[config.mk]
export PLATFORM = sky130hd
export DESIGN_NAME = src_chain_dma
export DESIGN_NICKNAME = d
export VERILOG_FILES = /design/src/rtl/src_chain_dma.sv
export SDC_FILE = /design/constraint.sdc
export NUM_CORES = 1
export LEC_CHECK = 0
export ABC_AREA = 1
export BUFFER_PORTS_ARGS = -buffer_cell sky130_fd_sc_hd__buf_4
export CORE_MARGIN = 1.5
export CORE_UTILIZATION = 40
export CTS_BUF_LIST = sky130_fd_sc_hd__clkbuf_8
export DETAILED_ROUTE_END_ITERATION = 7
export PLACE_DENSITY = 0.75
export SLEW_MARGIN = 20
export SYNTH_ARGS = -nofsm -noshare
export SYNTH_HDL_FRONTEND = slang
export SYNTH_SLANG_ARGS = --single-unit
[constraint.sdc]
create_clock -name clk -period 2.42 [get_ports clk]
set_clock_uncertainty 0.05 [all_clocks]
set_input_delay 0.484 -clock clk [delete_from_list [all_inputs] [get_ports clk]]
set_output_delay 0.484 -clock clk [all_outputs]
set_load 0.03 [all_outputs]
[src/rtl/src_chain_dma.sv]
module src_chain_dma #(
  parameter int AW = 32,
  parameter int LW = 32
) (
  input  logic          clk,
  input  logic          rst_n,
  input  logic [31:0]   ctl_word,
  input  logic [AW-1:0] src_addr,
  input  logic [LW-1:0] src_size,
  input  logic [AW-1:0] desc_ptr,
  input  logic          start,
  output logic          busy,
  output logic          mem_req_valid,
  input  logic          mem_req_ready,
  output logic [AW-1:0] mem_req_addr,
  output logic [2:0]    mem_req_attr,
  input  logic          mem_rsp_valid,
  input  logic [31:0]   mem_rsp_data,
  input  logic          mem_rsp_err,
  output logic          out_valid,
  input  logic          out_ready,
  output logic [31:0]   out_data,
  output logic [3:0]    out_bvalid,
  output logic          out_last,
  output logic          evt_src_done,
  output logic          evt_rd_err
);
  typedef enum logic [2:0] {S_IDLE, S_DREQ, S_DWAIT, S_RREQ, S_RWAIT, S_OUT} st_t;

  st_t           st;
  logic [AW-1:0] dptr, cur, nxt;
  logic [LW-1:0] remain;
  logic [1:0]    widx;
  logic          chain, final_desc;
  logic [2:0]    attr;
  logic [31:0]   word_q;
  logic          done_q, err_q;

  wire en      = ctl_word[31];
  wire seg_end = remain <= LW'(4);

  assign busy          = st != S_IDLE;
  assign mem_req_valid = (st == S_DREQ || st == S_RREQ) && en;
  assign mem_req_addr  = (st == S_DREQ) ? dptr + AW'({widx, 2'b00}) : cur;
  assign mem_req_attr  = attr;
  assign out_valid     = st == S_OUT;
  assign out_data      = word_q;
  assign out_last      = out_valid && seg_end && (!chain || final_desc);
  assign out_bvalid    = seg_end ? (4'b1111 >> (3'd4 - 3'(remain))) : 4'b1111;
  assign evt_src_done  = done_q;
  assign evt_rd_err    = err_q;

  always_ff @(posedge clk) begin
    if (!rst_n) begin
      st <= S_IDLE;
      dptr <= '0;
      cur <= '0;
      nxt <= '0;
      remain <= '0;
      widx <= '0;
      chain <= 1'b0;
      final_desc <= 1'b0;
      attr <= '0;
      word_q <= '0;
      done_q <= 1'b0;
      err_q <= 1'b0;
    end else begin
      done_q <= 1'b0;
      err_q  <= 1'b0;
      case (st)
        S_IDLE: if (start && en) begin
          attr  <= ctl_word[30:28];
          chain <= ctl_word[25];
          if (ctl_word[25]) begin
            dptr <= desc_ptr;
            widx <= '0;
            st   <= S_DREQ;
          end else begin
            cur        <= src_addr;
            remain     <= src_size;
            final_desc <= 1'b1;
            if (src_size == '0) done_q <= 1'b1;
            else                st <= S_RREQ;
          end
        end
        S_DREQ: begin
          if (!en)                st <= S_IDLE;
          else if (mem_req_ready) st <= S_DWAIT;
        end
        S_DWAIT: if (mem_rsp_valid) begin
          if (mem_rsp_err) begin
            err_q <= 1'b1;
            st    <= S_IDLE;
          end else if (!en) begin
            st <= S_IDLE;
          end else begin
            widx <= widx + 2'd1;
            case (widx)
              2'd0: begin cur <= AW'(mem_rsp_data); st <= S_DREQ; end
              2'd1: begin remain <= LW'(mem_rsp_data); st <= S_DREQ; end
              2'd2: begin nxt <= AW'(mem_rsp_data); st <= S_DREQ; end
              default: begin
                final_desc <= mem_rsp_data[31];
                if (remain != '0) st <= S_RREQ;
                else if (mem_rsp_data[31]) begin
                  done_q <= 1'b1;
                  st     <= S_IDLE;
                end else begin
                  dptr <= nxt;
                  st   <= S_DREQ;
                end
              end
            endcase
          end
        end
        S_RREQ: begin
          if (!en)                st <= S_IDLE;
          else if (mem_req_ready) st <= S_RWAIT;
        end
        S_RWAIT: if (mem_rsp_valid) begin
          if (mem_rsp_err) begin
            err_q <= 1'b1;
            st    <= S_IDLE;
          end else if (!en) begin
            st <= S_IDLE;
          end else begin
            word_q <= mem_rsp_data;
            st     <= S_OUT;
          end
        end
        S_OUT: if (out_ready) begin
          if (seg_end) begin
            if (!chain || final_desc) begin
              done_q <= 1'b1;
              st     <= S_IDLE;
            end else if (!en) begin
              st <= S_IDLE;
            end else begin
              dptr <= nxt;
              widx <= '0;
              st   <= S_DREQ;
            end
          end else begin
            remain <= remain - LW'(4);
            cur    <= cur + AW'(4);
            st     <= en ? S_RREQ : S_IDLE;
          end
        end
        default: st <= S_IDLE;
      endcase
    end
  end
endmodule

==> run metrics <==
number of remaining DRC errors=0; CTS tree=done; Antenna Cells=0; gp weighted congestion=0.966; Layout fillers=2694; Worst EP required=1890 ps; clock latency on the worst-skew pair=480 ps; Hold Violations, Final=0; Post-Route Utilization=54.1%; Hold WS=192 ps; Final nets=2287; final worst setup slack=-582 ps; DRT Pass-1 Iters=6; Mean Syn Cell Area=5.92 µm²; HP Class=in -> reg; Port Buffer Count=216; area of the multi-input gates=0.00719 mm²; crit path max fanout=3; total wire length=43700 µm; Syn. warnings=0; RSZ-0062 raised after global routing=yes; CP Cell Sequence=ha_4, inv_2, fa_2, inv_2, nand3_4, nor2_4, nand2_4, buf_4, nor2_4, xor2_2, o21ai_1, buf_4; CTS Root Cell=clkbuf_8; part of the Yosys area used for sequential elements=31.3%; Initial DRC Count=1395; Core Area=0.0270 mm²; Critical Path Start Type=flip-flop; Synth async-reset ratio=0%; Main synth FF type=dfxtp_1; Final ANT Viol Nets=0; layout cells sized above 1=24.3%; H-tree depth=4; CP max stage cell=dfxtp_2; cell count after synthesis=1858; failing checks=negative setup slack; Seq. cell area=0.00350 mm²; Leakage=6.69 nW; via count of the first global-routing pass=11900; TNS Setup=-11950 ps; WL/cell=17.8 µm; pre-CTS setup slack=-240 ps; Initial Utilization=40.8%; area leader, netlist=dfxtp_1; via count=13100; CP endpoint kind=output port; CTS clk-pin slew, worst paths=110 ps; PD cells=1170 mW/mm²; count of pins over their slew limit=0; Period minus WS final=3000 ps; Num CTS Buffers=17; CP Class=reg -> out; max_slew headroom=29.4%; fmax=0.333 GHz; Sink Count=172; worst slew pin tran=1060 ps; Synth Cell Area=0.0110 mm²; Synth top cells by count=545 x nand2_1, 403 x nor2_1, 172 x dfxtp_1; Yosys top cell area share=31.3%; Synth-to-Final Area Change=32.6%; Worst VDD drop=0.000520 V; die area=0.0285 mm²; final setup fails=29; Global Route Usage Sum=30.0%; die width=169 µm; Vias/cell=5.32; largest net degree at the start of global routing=100; max-cap viol count=0; post-detail-place hpwl=33400 µm; Max clock buf depth=2; grt ovf=0; number of synthesized flops with an enable pin=0; Area contributors post-synth=dfxtp_1 31%, nand2_1 19%, nor2_1 14%; Die H=169 µm; top-count cell post-synth=nand2_1; period utilization=124%; row cnt=60; syn nets=2039; initial antenna violation count=1; Arr. time, crit path=2470 ps; count of state elements after synthesis=172; status=complete, but fails checks; Top Ports=244; CP peak stage delay=360 ps; post-synthesis cell type count=40; first-pass GRT wire length=65900 µm
-- final cells by class --
| cell class | count | area share [%] |
|---|---|---|
| Inverter | 139 | 3.64 |
| Timing Repair Buffer | 314 | 17.6 |
| Sequential cell | 172 | 24.0 |
| Clock inverter | 15 | 0.901 |
| Multi-Input combinational cell | 1462 | 49.3 |
| Clock buffer | 17 | 1.60 |
| Tap cell | 341 | 2.93 |
-- layer usage --
layer / vias to the layer above / global-route usage [%] / part of all wire, %
met2: 597 / 48.3 / 45
met5: - / 0 / 0.030
met3: 95 / 4.19 / 7.9
met4: 2 / 15.2 / 4.8
met1: 5998 / 39.4 / 42
li1: 6395 / - / -
-- flip-flops by register name (all words and copies together) (netlist names) --
name / flops
evt_src_done: 1
nxt: 32
dptr: 32
chain: 1
cur: 32
final_desc: 1
st: 3
mem_req_attr: 3
widx: 2
remain: 32
out_data: 32
evt_rd_err: 1
-- cells in the final DEF (no fill, tap or decap), types with 8 or more instances in the layout --
master	count
o21ai_0	116
dfxtp_4	9
nand3_1	82
nand4_1	31
o21ai_2	15
nand2_1	527
nor2_1	376
ha_1	9
inv_2	12
clkbuf_8	17
dfxtp_1	142
nor2_2	27
dfxtp_2	21
nor2_4	27
buf_12	8
xor2_1	26
o211ai_1	9
nand3b_1	38
o21ai_1	14
a21oi_1	56
nand2_2	16
buf_6	28
nor3_1	28
buf_4	277
inv_1	124
-- cell families after synthesis --
group | Yosys count | synth area share [%]
flops | 172 | 31.3
simple gates | 1181 | 44.9
fa+ha+maj | 14 | 1.66
compound gates | 232 | 11.1
buf+inv | 224 | 8.23
xor+xnor | 35 | 2.79
-- stage by stage --
step,cell area [µm²],instances,power [mW]
finish,14600,2460,17.1
global route,14600,2460,18.2
global placement,13300,2392,13.4
CTS,14200,2444,16.2
floorplan,11100,1858,10.4
detailed placement,13300,2392,13.5
-- path summary, 6_finish.rpt --
path                    startpoint                to  slack, ps  depth (start not counted)
hold / removal    mem_rsp_data[27]      out_data[27]        190                          3
setup / recovery           dptr[2]  mem_req_addr[10]       -580                         12
setup reg to reg        remain[11]             st[1]         70                         16
hold reg to reg    mem_req_attr[0]   mem_req_attr[0]        410                          2
-- power by group --
part	leakage (nW)	switching, mW	internal [mW]	total, mW
Combinational	5.08	6.59	3.88	10.5
Sequential	1.42	0.995	3.65	4.64
Clock	0.193	1.25	0.749	2.00
-- worst max-delay path, delay by kind of cell (launching register included) --
kind,cells,cell delay [ps]
buffers and inverters,4,440
adder cells (fa/ha/maj),2,490
XOR/XNOR,1,200
AND/OR/NAND/NOR,4,400
AO/OA/AOI/OAI,1,100
flip-flops,1,360
-- timing repair --
action,4_1_cts,5_1_grt
hold buffers,0,0
pin swaps,31,26
setup endpoints to repair,38,38
gates resized for setup,124,86
hold endpoints to repair,0,0
buffers inserted,24,18
No activity file was read; power rests on OpenSTA's default activity.
